--- config.mk ---
export PLATFORM = sky130hd
export DESIGN_NAME = mmd_top
export DESIGN_NICKNAME = d
export VERILOG_FILES = /design/src/rtl/mmd_pkg.sv /design/src/rtl/mmd_switch_cond.sv /design/src/rtl/mmd_mac_seq.sv /design/src/rtl/mmd_scan.sv /design/src/rtl/mmd_top.sv
export SDC_FILE = /design/constraint.sdc
export NUM_CORES = 1
export LEC_CHECK = 0
export BUFFER_PORTS_ARGS = -buffer_cell sky130_fd_sc_hd__buf_4
export CELL_PAD_IN_SITES_DETAIL_PLACEMENT = 1
export CELL_PAD_IN_SITES_GLOBAL_PLACEMENT = 1
export CORE_ASPECT_RATIO = 0.7
export CORE_MARGIN = 4
export CORE_UTILIZATION = 30
export CTS_CLUSTER_SIZE = 14
export DETAILED_ROUTE_END_ITERATION = 10
export PLACE_DENSITY_LB_ADDON = 0.1
export SYNTH_ARGS = -nofsm -noshare
export SYNTH_HDL_FRONTEND = slang
export SYNTH_HIERARCHICAL = 1
export SYNTH_SLANG_ARGS = --single-unit
--- constraint.sdc ---
create_clock -name clk -period 3.7 [get_ports clk]
set_clock_uncertainty 0.2 [all_clocks]
set_input_delay 0.74 -clock clk [delete_from_list [all_inputs] [get_ports clk]]
set_output_delay 0.74 -clock clk [all_outputs]
set_load 0.05 [all_outputs]
--- src/rtl/mmd_pkg.sv ---
package mmd_pkg;

    localparam int NUM_ENTRIES = 4;

    // Seven-segment glyph, bit 0 = a ... bit 6 = g, active-high.
    function automatic logic [6:0] glyph_on(input logic [3:0] v);
        logic [6:0] g;
        case (v)
            4'h0: g = 7'h3F;
            4'h1: g = 7'h06;
            4'h2: g = 7'h5B;
            4'h3: g = 7'h4F;
            4'h4: g = 7'h66;
            4'h5: g = 7'h6D;
            4'h6: g = 7'h7D;
            4'h7: g = 7'h07;
            4'h8: g = 7'h7F;
            4'h9: g = 7'h6F;
            4'hA: g = 7'h77;
            4'hB: g = 7'h7C;
            4'hC: g = 7'h39;
            4'hD: g = 7'h5E;
            4'hE: g = 7'h79;
            default: g = 7'h71;
        endcase
        return g;
    endfunction

endpackage

--- src/rtl/mmd_switch_cond.sv ---
module mmd_switch_cond #(
    parameter int DEB_CYCLES = 500000
) (
    input  logic clk,
    input  logic rst_n,
    input  logic raw_i,
    output logic level_o
);
    localparam int CW = $clog2(DEB_CYCLES + 1);

    typedef struct packed {
        logic [1:0]    sync;
        logic [CW-1:0] cnt;
        logic          level;
    } cond_t;

    cond_t st_d, st_q;

    always_comb begin
        st_d = st_q;
        st_d.sync = {st_q.sync[0], raw_i};
        if (st_q.sync[1] == st_q.level) begin
            st_d.cnt = '0;
        end else if (st_q.cnt == CW'(DEB_CYCLES - 1)) begin
            st_d.cnt   = '0;
            st_d.level = st_q.sync[1];
        end else begin
            st_d.cnt = st_q.cnt + 1'b1;
        end
    end

    always_ff @(posedge clk or negedge rst_n) begin
        if (!rst_n) st_q <= '0;
        else        st_q <= st_d;
    end

    assign level_o = st_q.level;

    AST_LEVEL_FROM_SYNC: assert property (@(posedge clk) disable iff (!rst_n)
        (st_q.level != $past(st_q.level)) |-> (st_q.level == $past(st_q.sync[1])));

endmodule

--- src/rtl/mmd_mac_seq.sv ---
module mmd_mac_seq #(
    parameter int ENTRY_W = 2,
    parameter int RES_W   = 4
) (
    input  logic                  clk,
    input  logic                  rst_n,
    input  logic                  wr_en,
    input  logic [2:0]            wr_addr,
    input  logic [ENTRY_W-1:0]    wr_data,
    input  logic                  start_i,
    output logic [3:0][RES_W-1:0] z_o,
    output logic                  valid_o,
    output logic                  done_o
);
    localparam int SUM_W = 2 * ENTRY_W + 1;

    typedef struct packed {
        logic [3:0][ENTRY_W-1:0] a;
        logic [3:0][ENTRY_W-1:0] b;
        logic [3:0][RES_W-1:0]   z;
        logic [1:0]              idx;
        logic                    busy;
        logic                    done;
        logic                    valid;
    } seq_t;

    seq_t st_d, st_q;
    logic [SUM_W-1:0] sum;
    logic             row, col;

    always_comb begin
        row = st_q.idx[1];
        col = st_q.idx[0];
        sum = SUM_W'(st_q.a[{row, 1'b0}]) * SUM_W'(st_q.b[{1'b0, col}])
            + SUM_W'(st_q.a[{row, 1'b1}]) * SUM_W'(st_q.b[{1'b1, col}]);

        st_d      = st_q;
        st_d.done = 1'b0;
        if (wr_en) begin
            if (wr_addr[2]) st_d.b[wr_addr[1:0]] = wr_data;
            else            st_d.a[wr_addr[1:0]] = wr_data;
        end
        if (st_q.busy) begin
            st_d.z[st_q.idx] = RES_W'(sum);
            st_d.idx         = st_q.idx + 2'd1;
            if (st_q.idx == 2'd3) begin
                st_d.busy  = 1'b0;
                st_d.done  = 1'b1;
                st_d.valid = 1'b1;
            end
        end else if (start_i) begin
            st_d.busy = 1'b1;
            st_d.idx  = 2'd0;
        end
    end

    always_ff @(posedge clk or negedge rst_n) begin
        if (!rst_n) st_q <= '0;
        else        st_q <= st_d;
    end

    assign z_o     = st_q.z;
    assign valid_o = st_q.valid;
    assign done_o  = st_q.done;

    AST_OPERAND_RANGE: assert property (@(posedge clk) disable iff (!rst_n)
        wr_en |-> (wr_data == ENTRY_W'(1) || wr_data == ENTRY_W'(2)));
    AST_RESULT_BOUND: assert property (@(posedge clk) disable iff (!rst_n)
        st_q.done |-> (st_q.z[0] <= RES_W'(8) && st_q.z[1] <= RES_W'(8)
                    && st_q.z[2] <= RES_W'(8) && st_q.z[3] <= RES_W'(8)));
    AST_DONE_ENDS_RUN: assert property (@(posedge clk) disable iff (!rst_n)
        st_q.done |-> ($past(st_q.busy) && $past(st_q.idx) == 2'd3 && !st_q.busy));
    AST_BUSY_IGNORES_START: assert property (@(posedge clk) disable iff (!rst_n)
        (st_q.busy && st_q.idx != 2'd3) |=> (st_q.busy && st_q.idx == $past(st_q.idx) + 2'd1));
    AST_Z_HELD_IDLE: assert property (@(posedge clk) disable iff (!rst_n)
        (!st_q.busy && !$past(st_q.busy)) |-> $stable(st_q.z));

endmodule

--- src/rtl/mmd_scan.sv ---
module mmd_scan #(
    parameter int RES_W       = 4,
    parameter int SCAN_CYCLES = 50000
) (
    input  logic                  clk,
    input  logic                  rst_n,
    input  logic                  show_i,
    input  logic                  valid_i,
    input  logic [3:0][RES_W-1:0] z_i,
    output logic [3:0]            an_n,
    output logic [6:0]            seg_n,
    output logic                  dp_n
);
    localparam int CW = $clog2(SCAN_CYCLES + 1);

    typedef struct packed {
        logic [CW-1:0] cnt;
        logic [1:0]    dig;
    } scan_t;

    scan_t st_d, st_q;
    logic [RES_W-1:0] cur;
    logic             lit;

    always_comb begin
        st_d = st_q;
        if (st_q.cnt == CW'(SCAN_CYCLES - 1)) begin
            st_d.cnt = '0;
            st_d.dig = st_q.dig + 2'd1;
        end else begin
            st_d.cnt = st_q.cnt + 1'b1;
        end
        lit = show_i && valid_i;
        cur = z_i[2'd3 - st_q.dig];
        if (lit) begin
            an_n  = ~(4'b0001 << st_q.dig);
            seg_n = ~mmd_pkg::glyph_on(4'(cur));
        end else begin
            an_n  = 4'hF;
            seg_n = 7'h7F;
        end
        dp_n = 1'b1;
    end

    always_ff @(posedge clk or negedge rst_n) begin
        if (!rst_n) st_q <= '0;
        else        st_q <= st_d;
    end

    AST_ONE_DIGIT: assert property (@(posedge clk) disable iff (!rst_n)
        $onehot0(~an_n));
    AST_DIGIT_DWELL: assert property (@(posedge clk) disable iff (!rst_n)
        (st_q.cnt != '0) |-> $stable(st_q.dig));
    AST_BLANK_WHEN_OFF: assert property (@(posedge clk) disable iff (!rst_n)
        !(show_i && valid_i) |-> (an_n == 4'hF));

endmodule

--- src/rtl/mmd_top.sv ---
module mmd_top #(
    parameter int ENTRY_W     = 2,
    parameter int RES_W       = 4,
    parameter int DEB_CYCLES  = 500000,
    parameter int SCAN_CYCLES = 50000
) (
    input  logic               clk,
    input  logic               rst_n,
    input  logic               wr_en,
    input  logic [2:0]         wr_addr,
    input  logic [ENTRY_W-1:0] wr_data,
    input  logic [1:0]         rd_addr,
    output logic [RES_W-1:0]   rd_data,
    input  logic               sw_go,
    input  logic               sw_show,
    output logic               done,
    output logic [3:0]         an_n,
    output logic [6:0]         seg_n,
    output logic               dp_n
);
    logic                  go_lvl, show_lvl, valid;
    logic                  go_prev_d, go_prev_q, start;
    logic [3:0][RES_W-1:0] z;

    mmd_switch_cond #(.DEB_CYCLES(DEB_CYCLES)) u_go (
        .clk(clk), .rst_n(rst_n), .raw_i(sw_go), .level_o(go_lvl));

    mmd_switch_cond #(.DEB_CYCLES(DEB_CYCLES)) u_show (
        .clk(clk), .rst_n(rst_n), .raw_i(sw_show), .level_o(show_lvl));

    always_comb begin
        go_prev_d = go_lvl;
        start     = go_lvl && !go_prev_q;
    end

    always_ff @(posedge clk or negedge rst_n) begin
        if (!rst_n) go_prev_q <= 1'b0;
        else        go_prev_q <= go_prev_d;
    end

    mmd_mac_seq #(.ENTRY_W(ENTRY_W), .RES_W(RES_W)) u_seq (
        .clk(clk), .rst_n(rst_n), .wr_en(wr_en), .wr_addr(wr_addr),
        .wr_data(wr_data), .start_i(start), .z_o(z), .valid_o(valid),
        .done_o(done));

    mmd_scan #(.RES_W(RES_W), .SCAN_CYCLES(SCAN_CYCLES)) u_scan (
        .clk(clk), .rst_n(rst_n), .show_i(show_lvl), .valid_i(valid),
        .z_i(z), .an_n(an_n), .seg_n(seg_n), .dp_n(dp_n));

    assign rd_data = z[rd_addr];

    AST_START_IS_EDGE: assert property (@(posedge clk) disable iff (!rst_n)
        start |=> !start);

endmodule

* Word level (Yosys, flattened, before mapping)
Memory sizes are Yosys's and may differ from the RTL's.
Cells that the tools add are included.
Widths: inputs -> output; s select.
** Word-level totals
- Memory bits (read-only) :: 112
- Word-level logic and storage cells :: 99
- Memories :: 1
- Bits of input ports :: 12
- Flip-flop bits (word level) :: 100
- Memory bits (writable) :: 0
- Output and inout bits :: 17
- Latch bits :: 0
** Operators by class
- Shift operators :: 1
- Multiply operators :: 2
- Equality and inequality tests :: 6
- Order comparisons :: 10
- Multiplexer cells :: 31
- Bitwise gates (word level) :: 5
- Reduce and logical (&&, ||, !) cells :: 11
- Add/subtract/negate cells :: 7
- Divide/modulo/power cells :: 0
** Memory list
- (no name shown) :: depth 16, bits a word 7, read ports 1, clocked after Yosys merged registers in 0, write ports 0, RTL line mmd_pkg.sv:8 : case (v)
** Operators by type and width (number)
- $mux 19 :: 4
- $add 19x1->19 const B :: 2
- $eq 19x19->1 const B :: 2
- $lt 2x3->1 const B :: 7
- $mux 2 :: 10
- $add 16x1->16 const B :: 1
- $bmux 4 s2 :: 2
- $bwmux 16 :: 1
- $bwmux 8 :: 2
- $eq 16x16->1 const B :: 1
- $mux 16 :: 1
- $mux 4 :: 4
- $mux 7 :: 2
- $reduce_and 2->1 :: 5
- $mux 3 :: 3
- $demux 4 s2 :: 1
- $mul 2x2->4 :: 2
- $not 7->7 :: 1
- $add 2x1->2 const B :: 2
- $add 4x4->4 :: 1
- $demux 2 s2 :: 1
- $ge 2x1->1 const B :: 2
- $logic_and 1x1->1 :: 4
- $not 4->4 :: 1
- other kinds (8) :: 11

* Logic depth before layout (Yosys ltp)
An unclocked memory read counts as a cell.
- Depth in word-level cells :: 7
- Mapped depth :: 10
- Mapped depth without buffers :: 9

* Hierarchy
The synthesis kept the hierarchy.
** Modules (own cells, without submodules)
- mmd_switch_cond :: instances 2, seq. area each 550.5 um^2, area an instance 1079.8 um^2, cells each 105
- mmd_mac_seq :: instances 1, seq. area each 925.9 um^2, area an instance 1863.0 um^2, cells each 143
- mmd_scan :: instances 1, seq. area each 450.4 um^2, area an instance 1295.0 um^2, cells each 133
- mmd_top :: instances 1, seq. area each 25.0 um^2, area an instance 136.4 um^2, cells each 6

* Least setup slack after synthesis
OpenSTA, ideal clock, no wires.
- Path type :: register -> output
- Start point :: register u_scan/st_q[0] in the netlist's numbering
- End point :: output port seg_n[2]
- Data required time :: 2.760 ns
- Setup slack :: 0.263 ns
- Path buffers :: 1
- Data arrival time :: 2.497 ns
- Stages on the path, launching flop included :: 5
- Cells stage by stage :: dfrtp_1 > buf_6 > mux4_1 > ha_1 > o21ai_0
** Between the ends
- Cells in the longest elaborated chain, start to end :: 7
** Ends and longest elaborated chain
- from (decl) :: RTL line mmd_scan.sv:21 : scan_t st_d, st_q;
- from (signal assigned) :: RTL line mmd_scan.sv:47 : else st_q <= st_d;
- $sub 2x2->2 :: RTL line mmd_scan.sv:34 : cur = z_i[2'd3 - st_q.dig];
- $bmux 4 s2 :: RTL line mmd_scan.sv:34
- $mux 4 (not written as such) :: RTL line mmd_scan.sv:34
- $mem_v2 16x7
- $mux 7 :: RTL line mmd_scan.sv:35 : if (lit) begin
- $not 7->7 :: RTL line mmd_scan.sv:37 : seg_n = ~mmd_pkg::glyph_on(4'(cur));
- $mux 7 :: RTL line mmd_scan.sv:35
- to (decl) :: RTL line mmd_top.sv:18 : output logic [6:0] seg_n,
Every way passes these cells. The select of a mux whose other input is x is not followed.

* Worst setup path in the final report
- Start point :: register u_scan/st_q[0] in the netlist's numbering
- End point :: output port seg_n[3]
Same word-level chain as after synthesis.

==> summary.txt <==
Outcome
  • Outcome: complete, no violations

Critical path
  • CP max FO: 7
  • Crit path cell chain: mux4_1 > inv_1 > ha_1 > nor2_1 > a21oi_1 > o31a_1 > buf_4
  • CP arrival: 2.52 ns
  • Worst r2r src: u_seq/col
  • Reg2reg end: u_seq/z_o[7]
  • Worst r2r path cells: 9
  • Setup Crit Path Kind: flop to primary output
  • Worst EP required: 2.76 ns
  • Worst Setup End Kind: primary output
  • Critical Path Source Type: flop
  • Critical Path Max Stage Delay: 0.70 ns
  • Crit path launch: u_scan/st_q[0]
  • Reg2Reg Setup Slack: 0.56 ns
  • Slowest-stage cell, CP: mux4_1

Clock tree
  • CTS Buffer Depth: 2
  • Sink Count: 100
  • CTS buffer count: 9
  • H-Tree Depth: 3
  • Post-CTS setup repair buffer count: 0
  • Hold Buf Count CTS: 0
  • Reg clk slew, reported paths: 0.07 ns
  • CTS tree: built
  • Resize count post-CTS: 0
  • Root buf cell: clkbuf_16
  • Clk_lat worst skew: 0.35 ns

Synth
  • Adder-cell area share of the yosys netlist: 0.05689
  • Primary FF master, synth: dfrtp_1
  • EDFF count, synth: 0
  • Syn Nets: 527
  • Count of unique library cells instantiated by Yosys: 49
  • Yosys top cell area share: 0.4588
  • Mean Syn Cell Area: 11.09 um2
  • Synth Instances: 492
  • Seq cells post-synth: 100
  • Area leader, netlist: dfrtp_1
  • XOR/XNOR share of the synthesized area: 0.07387
  • Mux share of post-synthesis cell area: 0.1241
  • Sequential area share after synthesis: 0.4588
  • Post-Synth Simple-Gate Area: 0.1831
  • Main combinational cell family by area after synthesis: simple AND/OR/NAND/NOR gates
  • Synth area leaders: dfrtp_1 46%, mux2_2 6.0%, xnor2_1 5.9%
  • Ys async rst share: 1.000
  • Synth Cell Area: 5454 um2
  • Warnings, synthesis: 6
  • Synth Area in Compound Gates: 0.04818

Timing
  • Fmax: 288.9 MHz
  • Final Max Tran Viols: 0
  • Final hold violations: 0
  • Tcrit/Tclk final: 0.9356
  • RSZ-0062 raised after global routing: no
  • Crit path time final: 3.462 ns
  • Slew @ Worst Pin: 0.9918 ns
  • Setup_tns: 0 ns
  • Worst setup margin: 0.2381 ns
  • Setup Viol. Count Final: 0
  • Rel. slew slack: 0.3366

Layout
  • Final cell count without fillers: 739
  • Layout cell share with drive strength beyond 1: 0.1752
  • Layout Nets: 538
  • Syn-to-layout area delta: 11.31%
  • ANT cells: 0

Floorplan
  • Boundary Pins: 29
  • CORE AREA: 17520 um2
  • Die area: 20440 um2
  • # rows: 40
  • Die X: 169.2 um
  • Chip height: 120.8 um
  • Initial Utilization: 0.3114

Min path
  • Worst min path class: flop to flop
  • Worst Hold Launch: u_go/st_d[21]
  • End of the worst hold path: u_go/st_q[21]
  • Hold path depth: 0

Placed design
  • Placer congestion estimate: 0.7409
  • Port bufs: 27
  • HPWL after DPL: 8799 um
  • Pre-CTS setup slack: 0.5265 ns
  • Cells after DPL: 723

GRT
  • Initial antenna violation count: 0
  • First-pass GRT wire length: 20090 um
  • Largest net degree at the start of global routing: 74
  • Total congestion overflow: 0
  • Vias in the first global route: 3720
  • GRT Total Usage: 0.1242

Power and ir drop
  • Peak VDD IR: 200.4 uV
  • Cell Pwr Density: 396.8 nW/um2
  • Leakage power total: 2.569 nW
  • Total chip power: 0.002409 W

Detailed routing
  • DR pass1 iterations: 4
  • DRT antenna net count: 0
  • Initial DRC count: 173
  • Via count: 3554
  • WL final: 12210 um
  • DR vias/cell: 4.809
  • DR DRC count: 0
  • WL per Instance: 16.52 um

Flow run
  • Max_cap viols: 0
[sequential cells by signal, indices dropped and copies added, names as in the netlist, 16 cells and up]
signal	cells
u_go/st_q	20
u_show/st_q	20
u_scan/st_q	18
u_seq/st_q	17
u_seq/z_o	16
[stage by stage]
step | hold slack, ns | util | area [um2]
5_1_grt | 0.1728 | 0.3466 | 6071
3_3_place_gp | 0.1416 | 0.3285 | 5754
3_5_place_dp | 0.1434 | 0.3285 | 5754
6_report | 0.1590 | 0.3466 | 6071
2_1_floorplan | 0.1312 | - | 5454
4_1_cts | 0.1597 | 0.3466 | 6071
[critical path, delay by kind of cell (launching register included)]
| kind | cells | cell delay [ns] |
|---|---|---|
| multiplexers | 1 | 0.70 |
| flip-flops | 1 | 0.52 |
| buffers and inverters | 2 | 0.37 |
| AO/OA/AOI/OAI | 2 | 0.27 |
| adder cells (fa/ha/maj) | 1 | 0.25 |
| AND/OR/NAND/NOR | 1 | 0.07 |
[worst max path at each step]
stage / endpoint / slack (ns)
2_1_floorplan: seg_n[2] / 0.26
3_3_place_gp: u_seq/z_o[7] / 0.62
3_5_place_dp: u_seq/z_o[3] / 0.53
4_1_cts: seg_n[1] / 0.18
5_1_grt: seg_n[1] / 0.004
6_report: seg_n[3] / 0.24
[cell type report]
type	instances	area [um2]
timing repair buffer	30	225.2
sequential	100	2502
fill	1944	11450
clock inverter	6	87.58
multi-input combinational	340	2655
inverter	22	82.58
clock buffer	10	229.0
tap	231	289.0
[layer usage]
layer  global-route usage  part of all wire
met5                    0                 0
met2               0.1682              0.39
met1               0.1926              0.57
met3              0.03007             0.027
met4              0.03720             0.014
[kinds of logic after synthesis]
group	after synthesis
simple gates	181
flops	100
buf+inv	52
mux	51
xor+xnor	46
compound gates	38
fa+ha+maj	23
other cells	1
[cell usage in the layout, fill, tap and decap left out, types with 3 or more instances in the layout]
master       n
buf_4       30
xnor2_1     37
o21ai_1      3
mux2_1       6
mux2i_1      8
nor3_1      12
a21oi_1     15
nor4_2       3
nand2_1     26
mux4_1       6
nor2b_1      4
nor4b_1      3
and2_1       5
ha_1        20
nand4_1     14
inv_1       22
fa_1         3
clkbuf_16    9
xor2_1       9
nor4_1      13
or3_1        4
and4bb_1     3
dfrtp_1    100
nor2_1      59
o21ai_0      5
mux2_2      29
nand3_1     21
a31oi_1      6
nand4b_1     3
[power breakdown]
| group | total (W) | switching (W) | internal, W |
|---|---|---|---|
| sequential | 0.00117 | 0.0000355 | 0.00114 |
| combinational | 0.000221 | 0.000127 | 0.0000942 |
| clock | 0.00101 | 0.000419 | 0.000595 |
| total | 0.00241 | 0.000581 | 0.00183 |
[cells in the mapped netlist (all sizes together) (2+ instances only)]
master,count
dfrtp,100
nor2,59
xnor2,37
mux2,35
buf,28
nand2,26
inv,22
nand3,21
ha,20
nand4,16
nor4,16
a21oi,15
nor3,12
xor2,9
mux2i,8
mux4,8
o21ai,8
a31oi,6
and2,5
nor2b,4
nor4b,4
or3,4
and4bb,3
fa,3
nand2b,3
nand4b,3
clkbuf,2
o211ai,2
o41ai,2
or4,2
Note: power is estimated with default switching activity, not from simulation.
